--- src/rtl/td_status_pkg.sv ---
package td_status_pkg;
  localparam int STAT_W = 8;
  localparam int CODE_W = 4;
  localparam int N_CODES = 12;

  localparam int B_ACTIVE = 7;
  localparam int B_HALT   = 6;
  localparam int B_BUFERR = 5;
  localparam int B_BABBLE = 4;
  localparam int B_XERR   = 3;
  localparam int B_MISSED = 2;
  localparam int B_SPLIT  = 1;
  localparam int B_PING   = 0;

  typedef enum logic [CODE_W-1:0] {
    OC_ACK = 4'd0, OC_NAK = 4'd1, OC_STALL = 4'd2, OC_BABBLE = 4'd3,
    OC_TMO = 4'd4, OC_CRC = 4'd5, OC_BADPID = 4'd6, OC_OVR = 4'd7,
    OC_UNR = 4'd8, OC_ERRHS = 4'd9, OC_NYET = 4'd10, OC_MISSCS = 4'd11
  } outcome_e;

  typedef enum logic [1:0] {
    SPD_FULL = 2'b00, SPD_LOW = 2'b01, SPD_HIGH = 2'b10, SPD_RSVD = 2'b11
  } speed_e;

  typedef enum logic [1:0] {
    TK_PLAIN = 2'd0, TK_PING = 2'd1, TK_SSPLIT = 2'd2, TK_CSPLIT = 2'd3
  } token_e;

  typedef struct packed {
    logic ack;
    logic stall;
    logic babble;
    logic xerr;
    logic overrun;
    logic underrun;
    logic errhs;
    logic nyet;
    logic misscs;
  } evt_t;
endpackage

--- src/rtl/td_outcome_decode.sv ---
module td_outcome_decode
  import td_status_pkg::*;
(
  input  logic              stb,
  input  logic              enable,
  input  logic [CODE_W-1:0] code,
  output evt_t              evt
);
  logic [N_CODES-1:0] hit;

  for (genvar i = 0; i < N_CODES; i++) begin : g_hit
    assign hit[i] = stb && enable && (code == CODE_W'(i));
  end

  always_comb begin
    evt          = '0;
    evt.ack      = hit[OC_ACK];
    evt.stall    = hit[OC_STALL];
    evt.babble   = hit[OC_BABBLE];
    evt.xerr     = hit[OC_TMO] | hit[OC_CRC] | hit[OC_BADPID];
    evt.overrun  = hit[OC_OVR];
    evt.underrun = hit[OC_UNR];
    evt.errhs    = hit[OC_ERRHS];
    evt.nyet     = hit[OC_NYET];
    evt.misscs   = hit[OC_MISSCS];
  end
endmodule

--- src/rtl/td_err_budget.sv ---
module td_err_budget #(
  parameter int CNT_W = 2
) (
  input  logic clk,
  input  logic rst_n,
  input  logic reload,
  input  logic spend,
  output logic exhausted
);
  localparam logic [CNT_W-1:0] FULL = {CNT_W{1'b1}};
  localparam logic [CNT_W-1:0] ONE  = CNT_W'(1);

  logic [CNT_W-1:0] cnt_q;

  always_ff @(posedge clk) begin
    if (!rst_n)                       cnt_q <= '0;
    else if (reload)                  cnt_q <= FULL;
    else if (spend && cnt_q != '0)    cnt_q <= cnt_q - ONE;
  end

  assign exhausted = spend && !reload && (cnt_q <= ONE);
endmodule

--- src/rtl/td_token_select.sv ---
module td_token_select
  import td_status_pkg::*;
(
  input  logic             high_speed,
  input  logic             dir_in,
  input  logic [STAT_W-1:0] stat,
  output logic [1:0]       tok
);
  always_comb begin
    if (!high_speed)
      tok = stat[B_SPLIT] ? TK_CSPLIT : TK_SSPLIT;
    else if (!dir_in && stat[B_PING])
      tok = TK_PING;
    else
      tok = TK_PLAIN;
  end
endmodule

--- src/rtl/td_status_updater.sv ---
module td_status_updater
  import td_status_pkg::*;
#(
  parameter int ERR_CNT_W = 2
) (
  input  logic        clk,
  input  logic        rst_n,
  input  logic        sw_wr_en,
  input  logic [7:0]  sw_wr_data,
  input  logic [1:0]  ep_speed,
  input  logic        ep_dir_in,
  input  logic        ep_periodic,
  input  logic        out_stb,
  input  logic [3:0]  out_code,
  output logic [7:0]  status,
  output logic [1:0]  next_tok,
  output logic        halted,
  output logic        force_timeout
);
  logic [STAT_W-1:0] stat_q, stat_d;
  evt_t              evt;
  logic              hs, split_ep, budget_out, take;

  assign hs       = (ep_speed == SPD_HIGH);
  assign split_ep = !hs;
  assign take     = !sw_wr_en;

  td_outcome_decode u_dec (
    .stb    (out_stb),
    .enable (stat_q[B_ACTIVE] && take),
    .code   (out_code),
    .evt    (evt)
  );

  td_err_budget #(.CNT_W(ERR_CNT_W)) u_budget (
    .clk       (clk),
    .rst_n     (rst_n),
    .reload    (sw_wr_en),
    .spend     (evt.xerr),
    .exhausted (budget_out)
  );

  always_comb begin
    stat_d = stat_q;
    if (sw_wr_en) begin
      stat_d = sw_wr_data;
    end else begin
      if (evt.babble)                   stat_d[B_BABBLE] = 1'b1;
      if (evt.xerr)                     stat_d[B_XERR]   = 1'b1;
      if (evt.overrun || evt.underrun)  stat_d[B_BUFERR] = 1'b1;
      if (evt.misscs && split_ep && ep_periodic) stat_d[B_MISSED] = 1'b1;
      if (split_ep) begin
        if (evt.ack)                    stat_d[B_SPLIT] = ~stat_q[B_SPLIT];
        if (evt.errhs && ep_periodic)   stat_d[B_PING]  = 1'b1;
      end else if (!ep_dir_in) begin
        if (evt.nyet)                   stat_d[B_PING]  = 1'b1;
        if (evt.ack)                    stat_d[B_PING]  = 1'b0;
      end
      if (evt.stall || evt.babble || budget_out) begin
        stat_d[B_HALT]   = 1'b1;
        stat_d[B_ACTIVE] = 1'b0;
      end
    end
  end

  always_ff @(posedge clk) begin
    if (!rst_n) stat_q <= '0;
    else        stat_q <= stat_d;
  end

  td_token_select u_tok (
    .high_speed (hs),
    .dir_in     (ep_dir_in),
    .stat       (stat_q),
    .tok        (next_tok)
  );

  assign status        = stat_q;
  assign halted        = stat_q[B_HALT];
  assign force_timeout = evt.overrun;
endmodule

--- config.mk ---
export PLATFORM = sky130hd
export DESIGN_NAME = td_status_updater
export DESIGN_NICKNAME = d
export VERILOG_FILES = /design/src/rtl/td_status_pkg.sv /design/src/rtl/td_outcome_decode.sv /design/src/rtl/td_err_budget.sv /design/src/rtl/td_token_select.sv /design/src/rtl/td_status_updater.sv
export SDC_FILE = /design/constraint.sdc
export NUM_CORES = 1
export LEC_CHECK = 0
export ABC_AREA = 1
export BUFFER_PORTS_ARGS = -buffer_cell sky130_fd_sc_hd__buf_2
export CAP_MARGIN = 20
export CELL_PAD_IN_SITES_DETAIL_PLACEMENT = 1
export CELL_PAD_IN_SITES_GLOBAL_PLACEMENT = 1
export CORE_MARGIN = 2
export CORE_UTILIZATION = 32
export CTS_CLUSTER_DIAMETER = 60
export DETAILED_ROUTE_END_ITERATION = 16
export GPL_TIMING_DRIVEN = 0
export PLACE_DENSITY = 0.91
export SKIP_LAST_GASP = 1
export SLEW_MARGIN = 20
export SYNTH_ARGS = -nofsm -noshare
export SYNTH_HDL_FRONTEND = slang
export SYNTH_SLANG_ARGS = --single-unit
--- constraint.sdc ---
create_clock -name clk -period 2.45 [get_ports clk]
set_clock_uncertainty 0.15 [all_clocks]
set_input_delay 0.49 -clock clk [delete_from_list [all_inputs] [get_ports clk]]
set_output_delay 0.49 -clock clk [all_outputs]
set_load 0.01 [all_outputs]
==> flow_summary.ini <==
[critical_path]
worstPathRequired_ns = 1.81
cp-start-kind = input pin
crit_path_max_fanout = 5
path_cells = buf_2, inv_1, nand2_1, nor2_1, nand2_1, inv_1, buf_2
critPathMaxStageDelay_ns = 0.16
slowest_stage = nor2_1
r2r_slack_ns = 1.12
r2r_cells = 6
r2r-start = u_budget.cnt_q[1]
path_delay_family = buffers and inverters
r2r_end = status[6]
critical_path_class = input pin to primary output
cp-end-kind = primary output
path_buf_inv = 4
arrival_ns = 1.21

[drt]
drtIter0Drc = 4
routed_via_density = 4.59
drt_drc_violations_left = 0
vias = 762
routedWlPerCell_um = 11.0
first_pass_iters = 3
ant_nets = 0
wl_um = 1830

[sta]
period_minus_slack_ns = 1.85
max_freq_mhz = 541
rsz0062_at_grt = no
slew_headroom_pct = 83.1
worstMarginPinSlew_ns = 0.253
finalSetupTns_ns = 0
drv_slew = 0
hold_viol = 0
fin_crit_sh_pct = 75.4
setup_viol = 0

[clocking]
clockBufferDepth = 2
cts_root_buffer = clkbuf_4
tritoncts = built
post_cts_buffers = 0
cts_buffers = 3
h-tree-depth = 1
cts_hold_buf = 0
ctsResizeCount = 0
clk_latency_ns = 0.26
clkTransAtPathRegs_ns = 0.06
clkSinkCount = 10

[flow_run]
timing.max_cap.violations = 0

[floorplanning]
core_area_um2 = 2000
io-pin-count = 32
start_util_pct = 34.4
num_rows = 16
die_w_um = 50.4
die_h_um = 50.4
die_area_um2 = 2540

[finish]
nNetsFinal = 163
antennaDiodeCount = 0
fin_util_pct = 44.5
area_growth_pct = 29.2
final_area_um2 = 891
layout-drive-gt1-share_pct = 30.9

[yosys]
syn_area_um2 = 689
synth_nets = 129
yosysWarnings = 0
syn_avg_cell_area_um2 = 6.44
synthDistinctLibCells = 23
ys_ff_latch = 10
synthCells = 107
seq_area_frac_synth_pct = 29.0

[placement]
place_congestion = 0.736
io_buffers = 29
dpl.hpwl_um = 1600
dpl-instance-area_um2 = 868

[grt]
grt_pass1_wl_um = 3240
grt_pass1_vias = 760
globalRouteTotalUtil_pct = 16.4
antenna_found_initial = 0
overflow = 0
grt_max_degree = 11

[power]
worst_ir_drop_vdd_mv = 0.256
power_per_cell_area_nw_per_um2 = 431
leakage_nw = 0.496

[status]
status = complete, no violations

[hold_path]
hold_class = input pin to register
hold_end = status[5]
hold_path_depth = 3
min_from = sw_wr_data[5]
-- flip-flops by register name, indices dropped and copies added, names as in the netlist --
register        flops
u_budget.cnt_q      2
status              8
-- stage by stage --
stage / hold slack, ns / power (mW) / std cells / worst slack [ns]
after floorplan: 0.352 / 0.239 / 107 / 0.782
after global placement: 0.313 / 0.274 / 163 / 0.647
after detailed placement: 0.322 / 0.279 / 163 / 0.609
after CTS: 0.324 / 0.389 / 166 / 0.595
after global routing: 0.325 / 0.414 / 166 / 0.478
final: 0.328 / 0.384 / 166 / 0.603
-- worst max-delay path by stage --
stage               slack [ns]         from             to  depth (start not counted)
floorplan                 0.78     sw_wr_en  force_timeout                          6
global placement          0.65  out_code[3]  force_timeout                          7
detailed placement        0.61  out_code[3]  force_timeout                          7
CTS                       0.59    status[7]  force_timeout                          5
global route              0.48    status[7]  force_timeout                          5
finish                    0.60  out_code[3]  force_timeout                          7
-- per-layer routing --
layer  global-route usage [%]  share of wire (%)  wire, µm
met2                     29.2                 55       996
met4                     5.41                1.2        21
met3                     2.68                3.3        60
met5                        0                  0         0
met1                     20.1                 41       747
-- synth_stat cells (all sizes together) --
master	count	area (µm²)
inv	21	78.8
clkinv	1	8.76
a21oi	4	20.0
buf	4	33.8
o211ai	2	15.0
o22ai	1	6.26
a31oi	1	6.26
dfxtp	10	200
ha	2	25.0
or2	1	6.26
clkbuf	1	5.00
nand3	13	77.6
o21ai	6	30.0
nand2	20	77.6
nand4	1	6.26
nor2	15	58.8
nand3b	1	7.51
nor3	3	26.3
-- cells in the final DEF (no fill, tap or decap) --
cell,count
nor3_1,2
a21oi_1,4
buf_2,29
clkbuf_4,3
nand3_4,1
nand2_2,1
buf_6,1
clkinv_4,1
o21ai_0,6
a31oi_1,1
nor2_1,14
nand4_1,1
buf_4,3
clkbuf_2,1
o22ai_1,1
nor3_4,1
or2_2,1
dfxtp_1,10
nor2_2,1
ha_1,2
nand3b_1,1
inv_1,21
nand2_1,19
o211ai_1,2
nand3_1,12
-- power by group --
group          internal (mW)  switching (mW)  total (mW)
Combinational         0.0405          0.0532      0.0938
Clock                 0.0566          0.0524       0.109
Sequential             0.174         0.00678       0.181
-- worst min-delay path, stage by stage --
cell and delay (ns):
buf_2 0.08, o211ai_1 0.08, inv_1 0.06
-- area by class of cell --
cell class              instances  area, µm²
plain buffers                   5       38.8
clock buffers                   3       22.5
fillers                       296       1110
inverters                      22       87.6
multi-input cells              70        363
flip-flops and latches         10        200
well taps                      27       33.8
repair buffers                 29        145
-- logic make-up after synthesis --
| group | Yosys count | share of synthesized area, % |
|---|---|---|
| buf+inv | 27 | 18.3 |
| simple gates | 54 | 37.8 |
| compound gates | 14 | 11.3 |
| fa+ha+maj | 2 | 3.63 |
| flops | 10 | 29.0 |
No activity file was read; power rests on OpenSTA's default activity.
